[config.mk]
export PLATFORM = sky130hd
export DESIGN_NAME = spi_frame_timer
export DESIGN_NICKNAME = d
export VERILOG_FILES = /design/src/rtl/sft_pkg.sv /design/src/rtl/sft_cfg_hold.sv /design/src/rtl/sft_seg_cnt.sv /design/src/rtl/sft_sck_gen.sv /design/src/rtl/spi_frame_timer.sv
export SDC_FILE = /design/constraint.sdc
export NUM_CORES = 1
export LEC_CHECK = 0
export BUFFER_PORTS_ARGS = -buffer_cell sky130_fd_sc_hd__buf_2
export CAP_MARGIN = 20
export CORE_UTILIZATION = 53
export CTS_BUF_LIST = sky130_fd_sc_hd__clkbuf_16
export DETAILED_ROUTE_END_ITERATION = 7
export PLACE_DENSITY = 0.87
export SYNTH_ARGS = -nofsm -noshare
export SYNTH_HDL_FRONTEND = slang
export SYNTH_HIERARCHICAL = 1
export SYNTH_SLANG_ARGS = --single-unit
export TNS_END_PERCENT = 10
[constraint.sdc]
create_clock -name clk -period 4.46 [get_ports clk]
set_clock_uncertainty 0.1 [all_clocks]
set_input_delay 0.446 -clock clk [delete_from_list [all_inputs] [get_ports clk]]
set_output_delay 0.446 -clock clk [all_outputs]
set_load 0.02 [all_outputs]
[src/rtl/sft_pkg.sv]
package sft_pkg;
  localparam int DIV_W  = 8;
  localparam int DLY_W  = 8;
  localparam int NB_W   = 4;
  localparam int NB_OFS = 8;
  localparam int HALF_W = $clog2(2 * ((1 << NB_W) - 1 + NB_OFS));
  localparam int CNT_W  = (DLY_W > DIV_W) ? DLY_W : DIV_W;

  typedef enum logic [2:0] {
    ST_IDLE, ST_SETUP, ST_BITS, ST_GAP, ST_HOLD, ST_CSH
  } st_e;

  typedef struct packed {
    logic [DIV_W-1:0] div;
    logic             cpol;
    logic             cpha;
    logic [NB_W-1:0]  nbits;
    logic [DLY_W-1:0] d_sck;
    logic [DLY_W-1:0] d_xfer;
    logic [DLY_W-1:0] d_csh;
    logic [1:0]       mode;
  } cfg_t;

  // SCK period in system cycles; the divisor is clamped to 2.
  function automatic logic [CNT_W-1:0] sck_period(input logic [DIV_W-1:0] d);
    return (d < DIV_W'(2)) ? CNT_W'(2) : CNT_W'(d);
  endfunction

  function automatic logic [CNT_W-1:0] half_a(input logic [CNT_W-1:0] p);
    return p >> 1;
  endfunction

  function automatic logic [CNT_W-1:0] half_b(input logic [CNT_W-1:0] p);
    return p - (p >> 1);
  endfunction

  // A delay field of zero means half an SCK period.
  function automatic logic [CNT_W-1:0] delay_len(input logic [DLY_W-1:0] d,
                                                 input logic [CNT_W-1:0] p);
    return (d == '0) ? half_a(p) : CNT_W'(d);
  endfunction

  function automatic logic [HALF_W-1:0] half_count(input logic [NB_W-1:0] nb);
    return HALF_W'(2 * (int'(nb) + NB_OFS));
  endfunction
endpackage

[src/rtl/sft_cfg_hold.sv]
module sft_cfg_hold
  import sft_pkg::*;
(
  input  logic clk,
  input  logic rst_n,
  input  logic take,
  input  cfg_t cfg_in,
  output cfg_t cfg_q,
  output cfg_t cfg_eff
);
  always_ff @(posedge clk or negedge rst_n) begin
    if (!rst_n)    cfg_q <= '0;
    else if (take) cfg_q <= cfg_in;
  end

  assign cfg_eff = take ? cfg_in : cfg_q;

  assert_cfg_frozen_R11: assert property (@(posedge clk) disable iff (!rst_n)
    !take |=> $stable(cfg_q));
endmodule

[src/rtl/sft_seg_cnt.sv]
module sft_seg_cnt #(
  parameter int W = 8
) (
  input  logic         clk,
  input  logic         rst_n,
  input  logic         load,
  input  logic [W-1:0] len,
  output logic         last
);
  logic [W-1:0] cnt;

  always_ff @(posedge clk or negedge rst_n) begin
    if (!rst_n)          cnt <= '0;
    else if (load)       cnt <= len - W'(1);
    else if (cnt != '0)  cnt <= cnt - W'(1);
  end

  assign last = (cnt == '0);
endmodule

[src/rtl/sft_sck_gen.sv]
module sft_sck_gen (
  input  logic clk,
  input  logic rst_n,
  input  logic cur_bits,
  input  logic nxt_bits,
  input  logic nxt_half_b,
  input  logic cpol,
  input  logic cpha,
  output logic sck_o,
  output logic sample_o,
  output logic shift_o
);
  logic sck_n, edge_n, lead_n;

  always_comb begin
    sck_n  = cpol ^ (nxt_bits & (nxt_half_b ^ cpha));
    edge_n = (sck_n != sck_o) & (cur_bits | nxt_bits);
    lead_n = (sck_n != cpol);
  end

  always_ff @(posedge clk or negedge rst_n) begin
    if (!rst_n) begin
      sck_o    <= 1'b0;
      sample_o <= 1'b0;
      shift_o  <= 1'b0;
    end else begin
      sck_o    <= sck_n;
      sample_o <= edge_n & (lead_n ^ cpha);
      shift_o  <= edge_n & (lead_n == cpha) & nxt_bits;
    end
  end

  assert_strobe_excl_R4: assert property (@(posedge clk) disable iff (!rst_n)
    !(sample_o && shift_o));
endmodule

[src/rtl/spi_frame_timer.sv]
module spi_frame_timer
  import sft_pkg::*;
(
  input  logic             clk,
  input  logic             rst_n,
  input  logic [DIV_W-1:0] cfg_div,
  input  logic             cfg_cpol,
  input  logic             cfg_cpha,
  input  logic [NB_W-1:0]  cfg_nbits,
  input  logic [DLY_W-1:0] cfg_dly_sck,
  input  logic [DLY_W-1:0] cfg_dly_xfer,
  input  logic [DLY_W-1:0] cfg_dly_csh,
  input  logic [1:0]       cfg_cs_mode,
  input  logic             start_i,
  input  logic             last_i,
  input  logic             release_i,
  output logic             sck_o,
  output logic             cs_n_o,
  output logic             sample_o,
  output logic             shift_o,
  output logic             busy_o
);
  cfg_t cfg_in, cfg_q, ecfg;
  st_e  st, nst;
  logic [HALF_W-1:0] h, nh, nhalf;
  logic [CNT_W-1:0]  per, la, lb, ldv;
  logic pend, pend_n, ld, seg_last, take, rel_end, mode1;

  assign cfg_in = '{div: cfg_div, cpol: cfg_cpol, cpha: cfg_cpha, nbits: cfg_nbits,
                    d_sck: cfg_dly_sck, d_xfer: cfg_dly_xfer, d_csh: cfg_dly_csh,
                    mode: cfg_cs_mode};
  assign take  = (st == ST_IDLE);
  assign per   = sck_period(ecfg.div);
  assign la    = half_a(per);
  assign lb    = half_b(per);
  assign nhalf = half_count(ecfg.nbits);
  assign mode1 = (ecfg.mode == 2'd1);

  sft_cfg_hold u_cfg (.clk(clk), .rst_n(rst_n), .take(take), .cfg_in(cfg_in),
                      .cfg_q(cfg_q), .cfg_eff(ecfg));

  sft_seg_cnt #(.W(CNT_W)) u_cnt (.clk(clk), .rst_n(rst_n), .load(ld),
                                  .len(ldv), .last(seg_last));

  always_comb begin
    nst     = st;
    nh      = h;
    ld      = 1'b0;
    ldv     = CNT_W'(1);
    pend_n  = pend;
    rel_end = ecfg.mode[1] | (mode1 & (pend | last_i));
    case (st)
      ST_IDLE: if (start_i) begin
        nst = ST_SETUP; ld = 1'b1; ldv = delay_len(ecfg.d_sck, per); pend_n = last_i;
      end
      ST_SETUP: begin
        pend_n = pend | last_i;
        if (seg_last) begin nst = ST_BITS; nh = '0; ld = 1'b1; ldv = la; end
      end
      ST_BITS: begin
        pend_n = pend | last_i;
        if (seg_last) begin
          ld = 1'b1;
          if (h == nhalf - HALF_W'(1)) begin
            nst = rel_end ? ST_CSH : ST_GAP;
            ldv = rel_end ? delay_len(ecfg.d_csh, per) : delay_len(ecfg.d_xfer, per);
          end else begin
            nh  = h + HALF_W'(1);
            ldv = h[0] ? la : lb;
          end
        end
      end
      ST_GAP: begin
        pend_n = pend | last_i;
        if (seg_last) begin
          if (mode1 & pend_n) begin
            nst = ST_CSH; ld = 1'b1; ldv = delay_len(ecfg.d_csh, per);
          end else nst = ST_HOLD;
        end
      end
      ST_HOLD: begin
        if (start_i) begin
          nst = ST_BITS; nh = '0; ld = 1'b1; ldv = la; pend_n = last_i;
        end else if (release_i | (mode1 & last_i)) begin
          nst = ST_CSH; ld = 1'b1; ldv = delay_len(ecfg.d_csh, per);
        end
      end
      ST_CSH: if (seg_last) nst = ST_IDLE;
      default: nst = ST_IDLE;
    endcase
  end

  always_ff @(posedge clk or negedge rst_n) begin
    if (!rst_n) begin
      st     <= ST_IDLE;
      h      <= '0;
      pend   <= 1'b0;
      cs_n_o <= 1'b1;
      busy_o <= 1'b0;
    end else begin
      st     <= nst;
      h      <= nh;
      pend   <= pend_n;
      cs_n_o <= (nst == ST_IDLE) || (nst == ST_CSH);
      busy_o <= (nst != ST_IDLE) && (nst != ST_HOLD);
    end
  end

  sft_sck_gen u_sck (.clk(clk), .rst_n(rst_n), .cur_bits(st == ST_BITS),
                     .nxt_bits(nst == ST_BITS), .nxt_half_b(nh[0]),
                     .cpol(ecfg.cpol), .cpha(ecfg.cpha), .sck_o(sck_o),
                     .sample_o(sample_o), .shift_o(shift_o));

  assert_sck_needs_cs_R3: assert property (@(posedge clk) disable iff (!rst_n)
    (sck_o != cfg_q.cpol) |-> !cs_n_o);
  assert_setup_no_edge_R5: assert property (@(posedge clk) disable iff (!rst_n)
    $fell(cs_n_o) |-> (sck_o == cfg_q.cpol) && busy_o);
  assert_release_busy_R7: assert property (@(posedge clk) disable iff (!rst_n)
    $rose(cs_n_o) |-> busy_o);
endmodule

==> flow_summary.toml <==
[yosys]
synth_area_per_cell_um2 = 9.864
synthCells = 429
ys_seq_area_share_pct = 37.29
synth-seq-cells = 63
async_reset_ff_share_pct = 100.0
synth_area_mm2 = 0.004232
post_synth_num_cell_types = 72
synth_enable_flop_cells = 0
synthesis.nets = 487
yosysWarnings = 6
synthFlopType = "dfrtp_1"

[final_layout]
final_cell_area_mm2 = 0.004994
nFillCells = 635
antenna_cells = 0
area_growth_pct = 18.01
fin_nets = 548
layout-drive-gt1-share_pct = 32.73

[power]
vdd_drop_max_mv = 0.3489
p_total_mw = 3.921
leakagePower_nw = 2.153
power_density_mw_per_mm2 = 785.1

[sta]
finalCritPeriodShare_pct = 96.13
fmax_mhz = 233.3
rsz0062_at_grt = "false"
period_needed_ps = 4287
setup_viol = 0
final_hold_viol_count = 0
tns_ps = 0
tightest_slew_ps = 789.2
timing.hold.ws_ps = 182.1
drv_slew = 0
relSlewSlack_pct = 47.38

[clock_tree]
clockBufferDepth = 2
holdBufCountCts = 0
cts-htree-levels = 3
cts_buffers = 9
clk_pin_slew_ps = 60
cts_tree = "yes"
clkLatencyLatePin_ps = 330
numClockSinks = 63
root_buffer = "clkbuf_16"

[setup_path]
worstSetupStartpointType = "flip-flop"
slowest_delay_ps = 460
crit_family = "simple AND/OR/NAND/NOR gates"
reg2reg_from = "st[1]"
critPathCaptureType = "flip-flop"
critPathKind = "reg2reg"
critical_path.startpoint = "st[1]"
crit_path_top_delay_cell = "or2_1"
reg2reg_to = "u_cnt/cnt[4]"
critPathMaxFanout = 9
crit_chain = "nor3_4 > buf_4 > buf_4 > mux2_2 > inv_1 > ha_1 > nand4bb_1 > o211ai_1 > nand4_2 > or2_1 > a31oi_1 > o211ai_1 > nor3b_1 > o21ai_0 > xnor2_1 > a22o_1"
required_ps = 4580
arrival_ps = 4410
reg2reg_depth = 16
critPathBufInv = 3
ff2ff_setup_slack_ps = 170

[place]
place.gp.congestion = 0.9870
placed_area_mm2 = 0.004602
hpwlAfterDp_um = 8218
port_buffers = 49

[detailed_routing]
drc = 0
final_antenna_net_count = 0
first_pass_iters = 6
first_iter_violations = 361
via_count = 3737
drt-total-wl_um = 11270
wire_per_inst_um = 18.87
via_per_inst = 6.260

[floorplan]
core.rowCount = 32
dieArea_mm2 = 0.008346
die_w_um = 91.36
die_h_um = 91.36
io_pins = 50
initial_core_util_pct = 54.76
core-area_mm2 = 0.007727

[global_routing]
grt_use_total_pct = 27.98
antenna_found_initial = 0
grt.overflow.total = 0
grt_max_degree = 64
grt_pass1_vias = 3650
grt_pass1_wl_um = 17950

[min_path]
hold_class = "in2async"

[outcome]
status = "finished clean"

[flow_run]
maxCapViolCount = 0
[kinds of logic after synthesis]
family          count (synthesis)  synth area share [%]
buf+inv                        41                 4.849
flops                          63                 37.29
simple gates                  130                 17.95
mux                            49                 12.89
xor+xnor                       21                 4.347
fa+ha+maj                      13                 4.021
compound gates                112                 18.66
[worst max-delay path by stage]
stage / endpoint / slack (ps) / depth (start not counted)
floorplan: u_cnt/cnt[7] / 70 / 20
global placement: u_cnt/cnt[4] / 60 / 16
detailed placement: u_cnt/cnt[4] / 50 / 16
CTS: u_cnt/cnt[4] / 190 / 16
global route: u_cnt/cnt[4] / 10 / 17
finish: u_cnt/cnt[4] / 170 / 16
[metrics by stage]
| stage | std cells | util (%) | worst slack [ps] |
|---|---|---|---|
| 6_report | 597 | 64.62 | 172.8 |
| 5_1_grt | 597 | 64.62 | 11.39 |
| 3_5_place_dp | 575 | 59.55 | 49.53 |
| 4_1_cts | 594 | 64.02 | 187.9 |
| 2_1_floorplan | 429 | - | 68.17 |
| 3_3_place_gp | 575 | 59.55 | 57.93 |
[routing by layer]
metal	global-route usage, %	part of all wire [%]	up-vias
met4	12.43	3.3	0
met2	45.08	47	178
li1	-	-	1718
met5	0	0	-
met1	36.02	42	1807
met3	6.281	7.4	34
[layout make-up]
cell class	instances	area (um2)	area share [%]
Clock buffer	9	225.2	4.510
Clock inverter	7	97.59	1.954
Inverter	21	78.83	1.579
Multi-Input combinational cell	325	2480	49.66
Sequential cell	63	1578	31.60
Tap cell	102	127.6	2.556
Timing Repair Buffer	70	406.6	8.143
[cells in the mapped netlist, types with 5 or more instances]
master,count,area [um2]
a31oi_1,9,56.30
clkbuf_1,10,37.54
mux2_2,44,495.5
dfrtp_1,62,1551
inv_1,21,78.83
mux2i_1,5,50.05
o21ai_0,18,90.09
nor2_1,26,97.59
buf_6,6,67.56
xnor2_1,9,78.83
nand2_1,26,97.59
ha_1,12,150.1
o211ai_1,5,37.54
a21o_1,5,37.54
nor2b_1,9,56.30
nor3_1,17,85.08
xor2_1,12,105.1
a21oi_1,17,85.08
nand3_1,6,30.03
a211oi_1,6,45.04
nor3b_1,5,37.54
nand3b_1,5,37.54
[where the power goes]
group	internal, mW	switching [mW]	total, mW
logic	0.942	1.31	2.25
registers	0.801	0.123	0.924
clock network	0.489	0.261	0.750
[cells in the final DEF (no fill, tap or decap), types with 4 or more instances in the layout]
cell type   n
a211oi_1    5
a21o_1      5
a21oi_1    17
a221o_1     4
a31oi_1     8
a32oi_1     4
buf_2      49
buf_4      20
clkbuf_16   9
dfrtp_1    62
ha_1       11
inv_1      20
mux2_2     44
mux2i_1     5
nand2_1    26
nand3_1     6
nand3b_1    5
nor2_1     26
nor2b_1     9
nor3_1     16
nor3b_1     4
nor4_1      4
o211ai_1    5
o21ai_0    18
o21ai_1     4
o31ai_1     4
xnor2_1     9
xor2_1     12
[worst register-to-register path, stage by stage, from the launching register on]
cell	delay, ps
dfrtp_1	410
nor3_4	330
buf_4	180
buf_4	140
mux2_2	350
inv_1	130
ha_1	230
nand4bb_1	140
o211ai_1	120
nand4_2	220
or2_1	460
a31oi_1	260
o211ai_1	210
nor3b_1	310
o21ai_0	230
xnor2_1	180
a22o_1	210
[flip-flops by register name, summed over array words and instances, names as in the netlist]
name / flops
u_cfg/cfg_q: 40
u_sck/sck_o: 1
u_sck/sample_o: 1
u_sck/shift_o: 1
pend: 1
u_cnt/cnt: 8
busy_o: 1
st: 3
h: 6
cs_n_o: 1
[what timing repair did]
action | 4_1_cts | 5_1_grt
hold endpoints to repair | 0 | 0
pin swaps | 1 | 3
setup endpoints to repair | 1 | 4
setup buffers | 3 | 3
gates resized for setup | 0 | 7
Power figures use the tool's default switching activity.
